--- src/rtl/pps_pkg.sv ---
package pps_pkg;

  typedef enum logic [1:0] {
    PH_OFF    = 2'b00,
    PH_INRUSH = 2'b01,
    PH_ON     = 2'b10
  } pps_phase_e;

  typedef enum logic [1:0] {
    FLT_NONE  = 2'b00,
    FLT_START = 2'b01,
    FLT_CUT   = 2'b10,
    FLT_LIM   = 2'b11
  } pps_fault_e;

  localparam int unsigned NUM_TIMERS = 3;
  localparam int unsigned TMR_START  = 0;
  localparam int unsigned TMR_CUT    = 1;
  localparam int unsigned TMR_LIM    = 2;

endpackage

--- src/rtl/pps_tick_timer.sv ---
module pps_tick_timer #(
  parameter int unsigned LIMIT = 4
) (
  input  logic clk,
  input  logic rst,
  input  logic tick,
  input  logic run,
  output logic expire
);

  localparam int unsigned W = (LIMIT > 1) ? $clog2(LIMIT) : 1;
  localparam logic [W-1:0] LAST = W'(LIMIT - 1);

  logic [W-1:0] count;

  assign expire = run && tick && (count == LAST);

  always_ff @(posedge clk) begin
    if (rst || !run) begin
      count <= '0;
    end else if (tick) begin
      if (expire) count <= '0;
      else        count <= count + 1'b1;
    end
  end

  // the count never passes the last step of its window
  p_cnt_range_r3: assert property (@(posedge clk) disable iff (rst)
    count <= LAST);

endmodule

--- src/rtl/pps_ctrl.sv ---
module pps_ctrl
  import pps_pkg::*;
(
  input  logic       clk,
  input  logic       rst,
  input  logic       on_cmd,
  input  logic       off_cmd,
  input  logic       fault_clr,
  input  logic       inrush_ovc,
  input  logic       exp_start,
  input  logic       exp_cut,
  input  logic       exp_lim,
  output pps_phase_e phase,
  output logic       gate,
  output pps_fault_e fault
);

  pps_phase_e phase_n;
  logic       gate_n;
  pps_fault_e fault_n;

  always_comb begin
    phase_n = phase;
    gate_n  = gate;
    fault_n = fault;
    if (fault_clr) fault_n = FLT_NONE;
    unique case (phase)
      PH_OFF: begin
        if (on_cmd && !off_cmd && fault == FLT_NONE) begin
          phase_n = PH_INRUSH;
          gate_n  = 1'b1;
        end
      end
      PH_INRUSH: begin
        if (off_cmd) begin
          phase_n = PH_OFF;
          gate_n  = 1'b0;
        end else if (exp_start) begin
          if (inrush_ovc) begin
            phase_n = PH_OFF;
            gate_n  = 1'b0;
            fault_n = FLT_START;
          end else begin
            phase_n = PH_ON;
          end
        end
      end
      PH_ON: begin
        if (off_cmd) begin
          phase_n = PH_OFF;
          gate_n  = 1'b0;
        end else if (exp_lim) begin
          phase_n = PH_OFF;
          gate_n  = 1'b0;
          fault_n = FLT_LIM;
        end else if (exp_cut) begin
          phase_n = PH_OFF;
          gate_n  = 1'b0;
          fault_n = FLT_CUT;
        end
      end
      default: begin
        phase_n = PH_OFF;
        gate_n  = 1'b0;
      end
    endcase
  end

  always_ff @(posedge clk) begin
    if (rst) begin
      phase <= PH_OFF;
      gate  <= 1'b0;
      fault <= FLT_NONE;
    end else begin
      phase <= phase_n;
      gate  <= gate_n;
      fault <= fault_n;
    end
  end

  // an accepted turn-on enters inrush with the gate raised
  p_on_accept_r2: assert property (@(posedge clk) disable iff (rst)
    (phase == PH_OFF && on_cmd && !off_cmd && fault == FLT_NONE)
      |=> (phase == PH_INRUSH && gate));

  // inrush still at limit when the window closes gives a start fault
  p_start_fault_r4: assert property (@(posedge clk) disable iff (rst)
    (phase == PH_INRUSH && exp_start && inrush_ovc && !off_cmd)
      |=> (phase == PH_OFF && !gate && fault == FLT_START));

  // the limit timer outranks the cut timer
  p_lim_prio_r6: assert property (@(posedge clk) disable iff (rst)
    (phase == PH_ON && exp_lim && !off_cmd) |=> (fault == FLT_LIM));

  // a latched code holds until cleared
  p_fault_hold_r7: assert property (@(posedge clk) disable iff (rst)
    (fault != FLT_NONE && !fault_clr) |=> (fault == $past(fault)));

  // no turn-on while a fault is latched
  p_locked_off_r7: assert property (@(posedge clk) disable iff (rst)
    (fault != FLT_NONE && phase == PH_OFF) |=> (phase == PH_OFF && !gate));

  // turn-off wins and records nothing
  p_off_cmd_r8: assert property (@(posedge clk) disable iff (rst)
    (off_cmd && phase != PH_OFF)
      |=> (phase == PH_OFF && !gate && fault == FLT_NONE));

endmodule

--- src/rtl/pwr_port_supervisor.sv ---
module pwr_port_supervisor
  import pps_pkg::*;
#(
  parameter int unsigned START_TICKS = 60,
  parameter int unsigned CUT_TICKS   = 60,
  parameter int unsigned LIM_TICKS   = 12,
  parameter int unsigned CODE_W      = 4
) (
  input  logic              clk,
  input  logic              rst,
  input  logic              tick_i,
  input  logic              on_cmd_i,
  input  logic              off_cmd_i,
  input  logic              fault_clr_i,
  input  logic              inrush_ovc_i,
  input  logic              cut_ovc_i,
  input  logic              lim_ovc_i,
  input  logic [CODE_W-1:0] cut_code_i,
  input  logic [CODE_W-1:0] lim_code_i,
  output logic              gate_req_o,
  output logic [1:0]        phase_o,
  output logic [1:0]        fault_o,
  output logic [CODE_W-1:0] cut_code_o,
  output logic [CODE_W-1:0] lim_code_o
);

  pps_phase_e            phase;
  pps_fault_e            fault;
  logic                  gate;
  logic [NUM_TIMERS-1:0] run;
  logic [NUM_TIMERS-1:0] expire;

  assign run[TMR_START] = (phase == PH_INRUSH);
  assign run[TMR_CUT]   = (phase == PH_ON) && cut_ovc_i;
  assign run[TMR_LIM]   = (phase == PH_ON) && lim_ovc_i;

  for (genvar i = 0; i < NUM_TIMERS; i++) begin : g_tmr
    localparam int unsigned WIN = (i == TMR_START) ? START_TICKS :
                                  (i == TMR_CUT)   ? CUT_TICKS   : LIM_TICKS;
    pps_tick_timer #(.LIMIT(WIN)) u_tmr (
      .clk    (clk),
      .rst    (rst),
      .tick   (tick_i),
      .run    (run[i]),
      .expire (expire[i])
    );
  end

  pps_ctrl u_ctrl (
    .clk        (clk),
    .rst        (rst),
    .on_cmd     (on_cmd_i),
    .off_cmd    (off_cmd_i),
    .fault_clr  (fault_clr_i),
    .inrush_ovc (inrush_ovc_i),
    .exp_start  (expire[TMR_START]),
    .exp_cut    (expire[TMR_CUT]),
    .exp_lim    (expire[TMR_LIM]),
    .phase      (phase),
    .gate       (gate),
    .fault      (fault)
  );

  always_ff @(posedge clk) begin
    if (rst) begin
      cut_code_o <= '0;
      lim_code_o <= '0;
    end else begin
      cut_code_o <= cut_code_i;
      lim_code_o <= lim_code_i;
    end
  end

  assign gate_req_o = gate;
  assign phase_o    = phase;
  assign fault_o    = fault;

  // threshold codes reach the outputs one edge later in any phase
  p_code_fwd_r9: assert property (@(posedge clk) disable iff (rst)
    1'b1 |=> (cut_code_o == $past(cut_code_i) && lim_code_o == $past(lim_code_i)));

endmodule

--- config.mk ---
export PLATFORM = sky130hd
export DESIGN_NAME = pwr_port_supervisor
export DESIGN_NICKNAME = d
export VERILOG_FILES = /design/src/rtl/pps_pkg.sv /design/src/rtl/pps_tick_timer.sv /design/src/rtl/pps_ctrl.sv /design/src/rtl/pwr_port_supervisor.sv
export SDC_FILE = /design/constraint.sdc
export NUM_CORES = 1
export LEC_CHECK = 0
export BUFFER_PORTS_ARGS = -buffer_cell sky130_fd_sc_hd__buf_2
export CORE_UTILIZATION = 56
export CTS_CLUSTER_DIAMETER = 50
export DETAILED_ROUTE_END_ITERATION = 6
export PLACE_DENSITY = 0.92
export SETUP_SLACK_MARGIN = 0.5
export SYNTH_ARGS = -nofsm -noshare
export SYNTH_HDL_FRONTEND = slang
export SYNTH_SLANG_ARGS = --single-unit
--- constraint.sdc ---
create_clock -name clk -period 2.9 [get_ports clk]
set_input_delay 0.435 -clock clk [delete_from_list [all_inputs] [get_ports clk]]
set_output_delay 0.435 -clock clk [all_outputs]
set_load 0.02 [all_outputs]
* After elaboration in Yosys (flattened, before gate mapping)
Index checks and enable logic that the tools add are counted.
Widths: inputs -> output; s select.
** Cells by class
- Equality and inequality tests :: 9
- Multiplexer cells :: 27
- $add $sub $neg :: 3
- Reduce and logical (&&, ||, !) cells :: 21
** Operator list (count)
- $mux 2 :: 14
- $add 6x1->6 const B :: 2
- $eq 6x6->1 const B :: 2
- $mux 6 :: 2
- $logic_and 1x1->1 :: 10
- $mux 1 :: 7
- $ne 3x3->1 const B :: 2
- $pmux 2 s3 :: 1
- $add 4x1->4 const B :: 1
- $eq 4x4->1 const B :: 1
- $logic_not 1->1 :: 4
- $logic_not 2->1 :: 2
- $mux 4 :: 1
- $ne 4x2->1 const B :: 1
- $pmux 2 s2 :: 1
- $reduce_and 4->1 :: 1
- $logic_or 1x1->1 :: 3
- $pmux 1 s3 :: 1
- $reduce_and 3->1 :: 1
- $eq 2x1->1 const B :: 1
- $eq 2x2->1 const B :: 1
- $ne 2x1->1 const B :: 1
** Storage, ports and cells
- Flip-flop bits (word level) :: 29
- Output and inout port bits :: 13
- Word-level logic and storage cells :: 68

* Longest topological paths before layout
Gate-level depths: netlist (run 1).
- Depth in word-level cells :: 8
- Depth in mapped cells :: 8
- Mapped depth without buffers :: 7

* Hierarchy
A second synthesis (run 1) with hierarchy kept.
** Second synthesis, totals
- Cell total of the unflattened synthesis :: 141
- Area, all modules :: 1360.1 µm²
** Modules (own cells, without submodules)
- pps_tick_timer at g_tmr[0].u_tmr ... :: sequential area each 120.1 µm², area each 295.3 µm², times used 2, cells each 31
- pps_ctrl :: sequential area each 100.1 µm², area each 349.1 µm², times used 1, cells each 41
- pwr_port_supervisor :: sequential area each 160.2 µm², area each 234.0 µm², times used 1, cells each 19
- pps_tick_timer at g_tmr[2].u_tmr :: sequential area each 80.1 µm², area each 186.4 µm², times used 1, cells each 19

* Least setup slack after synthesis (run 1)
OpenSTA, ideal clock, no wires.
- Path type :: reg2reg
- Start point :: reg u_ctrl.phase[1]
- End point :: reg u_ctrl.gate
- Stages on the path, launching flop included :: 8
- Arrival time :: 1777 ps
- Setup slack :: 1053 ps
- Setup time :: 71 ps
- Required time :: 2829 ps
- Cell sequence :: dfxtp_1 ha_1 buf_4 nand4b_1 nor2_1 o311ai_4 or3b_1 a21oi_1
** On the way
- Longest elaborated chain between the ends :: 7
- Elaborated cells between the ends (all ways) :: 19
- Classes of those cells :: eq/ne: 6; mux: 3; reduce/logical: 10
** Ends and longest elaborated chain
- from (decl) :: line pps_ctrl.sv:13 : output pps_phase_e phase,
- from (signal assigned) :: line pps_ctrl.sv:75 : phase <= phase_n;
- $eq 2x2->1 :: line pps_ctrl.sv:27, pwr_port_supervisor.sv:34, pwr_port_supervisor.sv:35
- $logic_and 1x1->1 :: line pwr_port_supervisor.sv:35 : assign run[TMR_LIM] = (phase == PH_ON) && lim_ovc_i;
- $logic_and 1x1->1 (2 in a row) :: line pps_tick_timer.sv:16 : assign expire = run && tick && (count == LAST);
- $mux 1 :: line pps_ctrl.sv:52 : end else if (exp_lim) begin
- $mux 1 :: line pps_ctrl.sv:49 : if (off_cmd) begin
- $pmux 1 s3 :: line pps_ctrl.sv:27 : unique case (phase)
- to (signal assigned) :: line pps_ctrl.sv:76 : gate <= gate_n;
- to (decl) :: line pps_ctrl.sv:14 : output logic gate,
Several ways; a longest one is shown, not always the timed one.
A chain may end at the register's enable or synchronous reset.

* Worst setup path after layout (run 1)
- Start point :: reg u_ctrl.phase[0]
- End point :: reg u_ctrl.gate
Same word-level chain as after synthesis.

==> results of run 1 <==
==> power by group through the flow <==
| stage | clock network (mW) | logic, mW | registers, mW |
|---|---|---|---|
| floorplan | 0 | 0.0739 | 0.443 |
| global placement | 0 | 0.120 | 0.427 |
| detailed placement | 0 | 0.126 | 0.428 |
| CTS | 0.228 | 0.127 | 0.419 |
| global route | 0.245 | 0.137 | 0.420 |
| finish | 0.220 | 0.127 | 0.418 |
==> stage by stage <==
stage	setup slack, ps	utilization, %	hold WS [ps]	cells	power (mW)
detailed placement	846	66.6	474	191	0.554
CTS	853	68.9	326	199	0.773
global route	718	68.9	343	199	0.803
global placement	946	66.6	461	191	0.547
floorplan	1050	-	463	138	0.517
finish	845	68.9	330	199	0.765
==> worst min-delay path by stage <==
stage	from	end	slack, ps	depth (start not counted)
2_1_floorplan	g_tmr[1].u_tmr.count[1]	g_tmr[1].u_tmr.count[1]	460	2
3_5_place_dp	u_ctrl.gate	u_ctrl.gate	470	2
6_report	lim_code_i[0]	lim_code_o[0]	330	2
5_1_grt	lim_code_i[2]	lim_code_o[2]	340	2
4_1_cts	lim_code_i[0]	lim_code_o[0]	330	2
3_3_place_gp	u_ctrl.gate	u_ctrl.gate	460	2
==> final cells by class <==
class                           instances  area, um2
Sequential cell                        29        581
Tap cell                               28       35.0
Timing Repair Buffer                   29        145
Fill cell                             178        688
Clock inverter                          2       10.0
Clock buffer                            6       41.3
Inverter                                4       15.0
Multi-Input combinational cell        101        697
==> layout by cell type (no fill, tap or decap), types with 4 or more instances in the layout <==
cell      synthesis  final
ha_1              6      6
clkbuf_4          0      5
nor2_1           19     19
buf_2             0     29
nand4_1           6      6
inv_1             4      4
xor2_1            7      7
nor2b_1          10     10
nand2_1          15     15
mux2i_1           4      4
dfxtp_1          29     29
nand2b_1          4      4
==> cell usage after synthesis, types with 2 or more instances <==
cell      instances  area, um2
nand4_1           6       37.5
mux2i_1           4       40.0
xor2_1            7       61.3
nor3_1            2       10.0
o22ai_1           3       18.8
xnor2_1           3       26.3
o311ai_4          2       52.6
nor2_1           19       71.3
nand2_1          15       56.3
inv_1             4       15.0
dfxtp_1          29        581
clkbuf_1          2       7.51
ha_1              6       75.1
nor2b_1          10       62.6
or3_1             2       12.5
nand2b_1          4       25.0
a21oi_1           3       15.0
==> metal layers <==
| layer | global-route usage, % | up-vias | part of all wire (%) |
|---|---|---|---|
| li1 | - | 537 | - |
| met1 | 23.8 | 505 | 39 |
| met2 | 43.8 | 47 | 52 |
| met3 | 7.27 | 9 | 6.8 |
| met4 | 10.6 | 0 | 1.8 |
| met5 | 0 | - | 0 |
==> cell families (layout without fill, tap and decap cells) <==
kind of cell / Yosys count / after routing / share of synthesized area (%)
and+or+nand+nor: 66 / 66 / 26.7
AOI/OAI and AO/OA: 15 / 15 / 10.8
DFF: 29 / 29 / 44.0
muxes: 4 / 4 / 3.04
adders and majority gates: 6 / 6 / 5.69
buffers and inverters: 8 / 41 / 3.13
xor gates and xnor gates: 10 / 10 / 6.64
==> sequential cells by signal, indices dropped and copies added, names as in the netlist <==
signal	count
cut_code_o	4
g_tmr.u_tmr.count	16
lim_code_o	4
u_ctrl.fault	2
u_ctrl.gate	1
u_ctrl.phase	2
==> impl_metrics.toml, run 1 <==
[setup_path]
critPathBufInv = 1
worstSetupStartpointType = "flop"
cp-end-kind = "flop"
crit_family = "simple AND/OR/NAND/NOR gates"
timing.rr.end = "u_ctrl.gate"
path_max_fanout = 9
startpoint = "u_ctrl.phase[0]"
cpPeakStageDelay_ps = 390
rrSetupSlack_ps = 850
worst_path_max_delay_cell = "nor2_1"
path_cells = "inv_1 -> ha_1 -> nand4b_1 -> nor2_1 -> o311ai_4 -> or3b_1 -> a21oi_1"
cp.required_ps = 3150
arrival_ps = 2310
critPathCapture = "u_ctrl.gate"
worst-path-stages = 7
ff2ff_path_depth = 7
r2r_start = "u_ctrl.phase[0]"
path_class = "flop to flop"

[pwr]
p_leak_nw = 0.614
pwr-share-clk_pct = 28.7
p_switching_mw = 0.207
power_frac_seq_pct = 54.7
p_int_mw = 0.558
pwr-share-comb_pct = 16.6
powerDensity_nw_per_um2 = 502
switching_share_pct = 27.0
vdd_drop_max_mv = 0.382

[global_route]
antenna_found_initial = 0
track_usage_pct = 23.6
grt_max_degree = 18
grt_pass1_vias = 1067
grt_pass1_wl_um = 4400
overflow = 0

[die]
die_w_um = 50.5
die-area_um2 = 2550
num_io_pins = 30
start_util_pct = 59.6
placementRows = 17
dieHeight_um = 50.5
fp.coreArea_um2 = 2210

[timing]
fmax_ghz = 0.487
hold_viol_final = 0
worst_pin_slew_ps = 472
drv_slew = 0
min_period_ps = 2050
setup_tns_ps = 0
skew_ps = 3.61
rsz0062_at_grt = "no"
finalCritPeriodShare_pct = 70.8
setup_viol = 0
relSlewSlack_pct = 68.4

[finish]
syn_to_final_growth_pct = 15.6
final_nets = 193
fin_area_um2 = 1520
antenna_cells = 0
drive_above_1_share_pct = 24.6

[detailed_routing]
ant_nets = 0
first_pass_iters = 4
wirelength_um = 2640
via_per_inst = 5.52
drc = 0
first_iter_violations = 14
post_drt_wl_per_cell_um = 13.3
via_count = 1098

[clock_tree]
cts.sinks = 29
cts_resized = 0
cts_max_level = 2
post_cts_buffers = 0
clk_latency_ps = 310
cts_buffer_depth = 2
holdBufCountCts = 0
cts-root-buf = "clkbuf_4"
numCtsBuffers = 5
cts_tree = "built"
clk_pin_slew_worst_paths_ps = 80

[place]
numPortBuffers = 29
globalplace.congestion = 0.782
hpwl_um = 2060
placed_area_um2 = 1470

[logic_synthesis]
synth_seq_area_share_pct = 44.0
synthArstFlopShare_pct = 0
ys.flop_type = "dfxtp_1"
syn_area_um2 = 1320
synth_nets = 161
ys.warnings.count = 0
netlist_instances = 138
synth_edf_count = 0
yosysUniqueCellTypes = 34
avgSynthCellArea_um2 = 9.56
ys_ff_latch = 29

[run_status]
status = "finished, final reports clean"

[job]
maxCapViolCount = 0

[hold_path]
hp-class = "input port to flop"
Note: power is estimated with default switching activity, not from simulation.
==> inputs of run 2 (changes only) <==
CORE_UTILIZATION = 52   (was 56)
PLACE_DENSITY = 0.87   (was 0.92)
clock period = 2 ns   (was 2.9 ns; I/O delays follow)
==> run 2 against run 1 <==
  * Combinational power is 66% higher
  * Die area is 7.4% higher
  * Critical path depth is 1 lower
  * Via count is 3.8% higher
  * Final area is 15% higher
  * Clock skew is 5.2 ps higher
  * Critical endpoint unchanged
  * Highest routed layer unchanged
==> impl_metrics.toml, run 2 (synthesized netlist as in run 1, its figures left out) <==
[run_status]
status = "finished, final reports clean"

[die]
dieHeight_um = 52.4
fp.coreArea_um2 = 2300
start_util_pct = 57.4
die-area_um2 = 2740
placementRows = 17
die_w_um = 52.4
num_io_pins = 30

[timing]
finalCritPeriodShare_pct = 83.1
worst_pin_slew_ps = 372
fmax_ghz = 0.601
setup_viol = 0
relSlewSlack_pct = 74.9
min_period_ps = 1660
setup_tns_ps = 0
skew_ps = 8.84
fin_ws_ps = 337
drv_slew = 0
rsz0062_at_grt = "yes"
hold_viol_final = 0

[pwr]
p_int_mw = 0.829
powerDensity_nw_per_um2 = 664
power_frac_seq_pct = 52.7
p_switching_mw = 0.334
switching_share_pct = 28.7
p_leak_nw = 0.694
pwr-share-clk_pct = 29.1
pwr-share-comb_pct = 18.2
vdd_drop_max_mv = 0.551

[clock_tree]
numCtsBuffers = 5
clk_pin_slew_worst_paths_ps = 100
holdBufCountCts = 0
cts-root-buf = "clkbuf_4"
cts_max_level = 2
cts_tree = "built"
clk_latency_ps = 330
cts.sinks = 29
cts_buffer_depth = 2

[finish]
final_cells = 213
multi_input_area_um2 = 787
reg_top3 = "g_tmr.u_tmr.count: 16 flops, cut_code_o: 4 flops, lim_code_o: 4 flops"
fill_cells = 165
final_nets = 207
syn_to_final_growth_pct = 32.7
regMostFlops = "g_tmr.u_tmr.count"
antenna_cells = 0
final_cell_mix = "buf_2 (29), dfxtp_1 (23), nor2_1 (18), nand2_1 (13), buf_4 (12)"
register_area_um2 = 596
drive_above_1_share_pct = 41.6
mostFrequentLayoutCell = "buf_2"
fin_area_um2 = 1750
largest_reg_flops = 16

[detailed_routing]
via_count = 1140
first_pass_iters = 4
ant_nets = 0
first_iter_violations = 12
wirelength_um = 2780
post_drt_wl_per_cell_um = 13.1
drc = 0
via_per_inst = 5.35

[setup_path]
cp-end-kind = "flop"
arrival_ps = 1940
cp.required_ps = 2270
worstSetupStartpointType = "flop"
path_cells = "ha_4 -> nand2_4 -> nor4_4 -> o311ai_4 -> or3b_1 -> a21oi_2"
path_class = "flop to flop"
cpPeakStageDelay_ps = 390
worst_path_max_delay_cell = "or3b_1"
path_max_fanout = 4

[global_route]
antenna_found_initial = 0
grt_max_degree = 17
overflow = 0
grt_pass1_wl_um = 4460
grt_pass1_vias = 1112
track_usage_pct = 23.0

[place]
numPortBuffers = 29
dp_cells = 193
placed_area_um2 = 1540
post-place-ws_ps = 228
globalplace.congestion = 0.806
hpwl_um = 1900

[job]
maxCapViolCount = 0

[hold_path]
hp-class = "input port to flop"
run 2: changes by cell type in the layout (fill, tap and decap cells not counted), moves of 3 or more:
cell | before | now
dfxtp_1 | 29 | 23
dfxtp_2 | 0 | 3
ha_4 | 0 | 4
ha_1 | 6 | 2
buf_4 | 0 | 12
dfxtp_4 | 0 | 3
run 2: layout make-up:
| class | count | share of cell area, % |
|---|---|---|
| multi-input cells | 101 | 45.0 |
| repair buffers | 43 | 14.7 |
| well taps | 28 | 2.00 |
| flip-flops and latches | 29 | 34.0 |
| inverters | 4 | 1.14 |
| clock buffers | 5 | 2.14 |
| clock inverters | 3 | 1.00 |
run 2: timing repair:
action | CTS | global route
pin swaps | 15 | 7
setup buffers | 10 | 2
gates resized for setup | 11 | 6
endpoints found under the setup margin | 6 | 13
run 2: final timing paths:
kind	from	to	slack (ps)	cells after the start
min	cut_code_i[2]	cut_code_o[2]	180	2
max reg2reg	g_tmr[1].u_tmr.count[1]	u_ctrl.gate	340	6
max	g_tmr[1].u_tmr.count[1]	u_ctrl.gate	340	6
min reg2reg	u_ctrl.gate	u_ctrl.gate	520	2
run 2: metal layers:
layer / global-route usage (%) / vias to the layer above / share of wire, %
li1: - / 567 / -
met1: 22.2 / 524 / 38
met2: 41.4 / 38 / 53
met3: 6.96 / 11 / 5.5
met4: 15.4 / 0 / 2.8
met5: 0 / - / 0
run 2: worst max-delay path: cells and delay by family (launching register included):
kind	cells	cell delay (ps)
fa+ha+maj	1	160
simple gates	3	820
compound gates	2	270
flops	1	360
run 2: per-stage QoR:
stage               power [mW]  util (%)  hold WS (ps)
CTS                       1.17      74.2           169
global placement         0.813      66.8           453
global route              1.23      76.2           156
detailed placement       0.820      66.8           484
finish                    1.16      76.2           182
floorplan                0.765         -           372
run 2: power groups by stage:
| stage | Combinational, mW | Sequential, mW | Clock [mW] |
|---|---|---|---|
| floorplan | 0.116 | 0.649 | 0 |
| global placement | 0.187 | 0.626 | 0 |
| detailed placement | 0.192 | 0.628 | 0 |
| CTS | 0.206 | 0.613 | 0.349 |
| global route | 0.231 | 0.616 | 0.379 |
| finish | 0.211 | 0.613 | 0.339 |
==> inputs of run 3 (changes only) <==
clock period = 1.6 ns   (was 2 ns; I/O delays follow)
==> run 3 against run 2 <==
  * The run now ends with negative setup slack left
  * Wire length up 41%
  * Final cell count up 5.6%
  * Combinational power up 54%
  * Non-clock buffer count up 12
  * Clock power up 31%
  * Critical path type unchanged
==> impl_metrics.toml, run 3 (synthesized netlist as in run 1, its figures left out) <==
[timing]
min_period_ps = 1710
finalCritPeriodShare_pct = 107
hold_viol_final = 0
setup_tns_ps = -349
rsz0062_at_grt = "yes"
hold_slack_ps = 95.4
worst_pin_slew_ps = 573
skew_ps = 8.58
setup_viol = 7
fmax_ghz = 0.584
drv_slew = 0
relSlewSlack_pct = 61.7
fin_ws_ps = -114

[finish]
syn_to_final_growth_pct = 50.0
final_cell_mix = "buf_2 (24), buf_4 (21), dfxtp_1 (18), nand2_1 (11), nor2_1 (11)"
largest_reg_flops = 16
fill_cells = 126
fin_area_um2 = 1980
drive_above_1_share_pct = 53.3
utilization_pct = 86.1
antenna_cells = 0
final_cells = 225
mostFrequentLayoutCell = "buf_2"
final_nets = 219
regMostFlops = "g_tmr.u_tmr.count"
reg_top3 = "g_tmr.u_tmr.count: 16 flops, cut_code_o: 4 flops, lim_code_o: 4 flops"

[place]
post-place-ws_ps = -129
globalplace.congestion = 0.814
placed_area_um2 = 1650
numPortBuffers = 29
dp_cells = 206
hpwl_um = 2210

[pwr]
powerDensity_nw_per_um2 = 777
p_leak_nw = 0.787
vdd_drop_max_mv = 0.754
p_total_mw = 1.54

[detailed_routing]
via_count = 1296
post_drt_wl_per_cell_um = 17.4
first_iter_violations = 42
ant_nets = 0
drc = 0
first_pass_iters = 4
wirelength_um = 3920
via_per_inst = 5.76

[setup_path]
rrSetupSlack_ps = -110
critPathMostFrequentCell = "o311ai_4"
path_max_fanout = 3
timing.rr.end = "u_ctrl.gate"
worstSetupStartpointType = "flop"
r2r_start = "g_tmr[0].u_tmr.count[0]"
worst_path_max_delay_cell = "or3b_1"
arrival_ps = 1990
path_cells = "ha_4 -> nand2_4 -> o311ai_4 -> o311ai_4 -> or3b_1 -> a21oi_1"
cp-end-kind = "flop"
ff2ff_path_depth = 6
cpPeakStageDelay_ps = 420
cp.required_ps = 1870
path_class = "flop to flop"

[job]
maxCapViolCount = 0

[die]
placementRows = 17
die-area_um2 = 2740
fp.coreArea_um2 = 2300
num_io_pins = 30
start_util_pct = 57.4
dieHeight_um = 52.4
die_w_um = 52.4

[global_route]
gr-usage-met1_pct = 30.0
use_met3_pct = 7.54
grt_pass1_wl_um = 5520
antenna_found_initial = 0
grt-busiest-layer = "met2"
grt_pass1_vias = 1224
grt_max_degree = 17
track_usage_pct = 29.6
grt.met2_usage_pct = 54.6
overflow = 0

[run_status]
status = "finished, violations left"
violations = "negative setup slack"

[clock_tree]
clk_latency_ps = 350
cts.sinks = 29
cts_buffer_depth = 2
cts-root-buf = "clkbuf_4"
numCtsBuffers = 5
holdBufCountCts = 0
cts_max_level = 2
cts_tree = "built"
clk_pin_slew_worst_paths_ps = 100

[hold_path]
hold_path_end = "cut_code_o[1]"
hold_path_startpoint = "cut_code_i[1]"
hold_depth = 2
hp-class = "input port to flop"
-- run 3: changes by cell type in the layout (fill, tap and decap cells not counted), sizes merged --
cell      delta
clkinvlp     -1
clkbuf       +1
buf         +12
-- run 3: worst max-delay path by stage --
stage               depth (start not counted)  slack, ps                     from              end
floorplan                                   8        -70          u_ctrl.phase[0]      u_ctrl.gate
global placement                            6        -40  g_tmr[0].u_tmr.count[1]  u_ctrl.fault[1]
detailed placement                          6       -130  g_tmr[0].u_tmr.count[1]      u_ctrl.gate
CTS                                         8         -9  g_tmr[1].u_tmr.count[0]  u_ctrl.phase[1]
global route                                6       -160  g_tmr[0].u_tmr.count[0]      u_ctrl.gate
finish                                      6       -110  g_tmr[0].u_tmr.count[0]      u_ctrl.gate
-- run 3: area by class of cell --
type | count | area (um2) | area share, %
Multi-Input combinational cell | 101 | 877 | 44.3
Timing Repair Buffer | 55 | 390 | 19.7
Sequential cell | 29 | 604 | 30.6
Tap cell | 28 | 35.0 | 1.77
Clock buffer | 6 | 41.3 | 2.09
Clock inverter | 2 | 10.0 | 0.506
Inverter | 4 | 20.0 | 1.01
-- run 3: critical path, delay by kind of cell, from the launching register on --
family,cells,cell delay [ps]
compound gates,3,620
simple gates,2,490
flops,1,360
fa+ha+maj,1,160
-- run 3: report_power, final --
group,leakage (nW),total [mW],switching (mW),internal (mW)
sequential,0.243,0.769,0.0244,0.744
clock,0.0320,0.445,0.278,0.167
combinational,0.512,0.324,0.174,0.150
-- run 3: timing repair --
| item | in CTS | in global routing |
|---|---|---|
| endpoints found under the setup margin | 23 | 26 |
| resized for setup | 30 | 20 |
| pin swaps | 6 | 5 |
| endpoints found under the hold margin | 0 | 0 |
| setup buffers | 6 | 5 |
-- run 3: layer usage --
metal / wire length, um / vias up / share of wire, %
met3: 352 / 20 / 9.0
met5: 0 / - / 0
li1: - / 592 / -
met1: 1440 / 599 / 37
met4: 145 / 0 / 3.7
met2: 1990 / 85 / 51
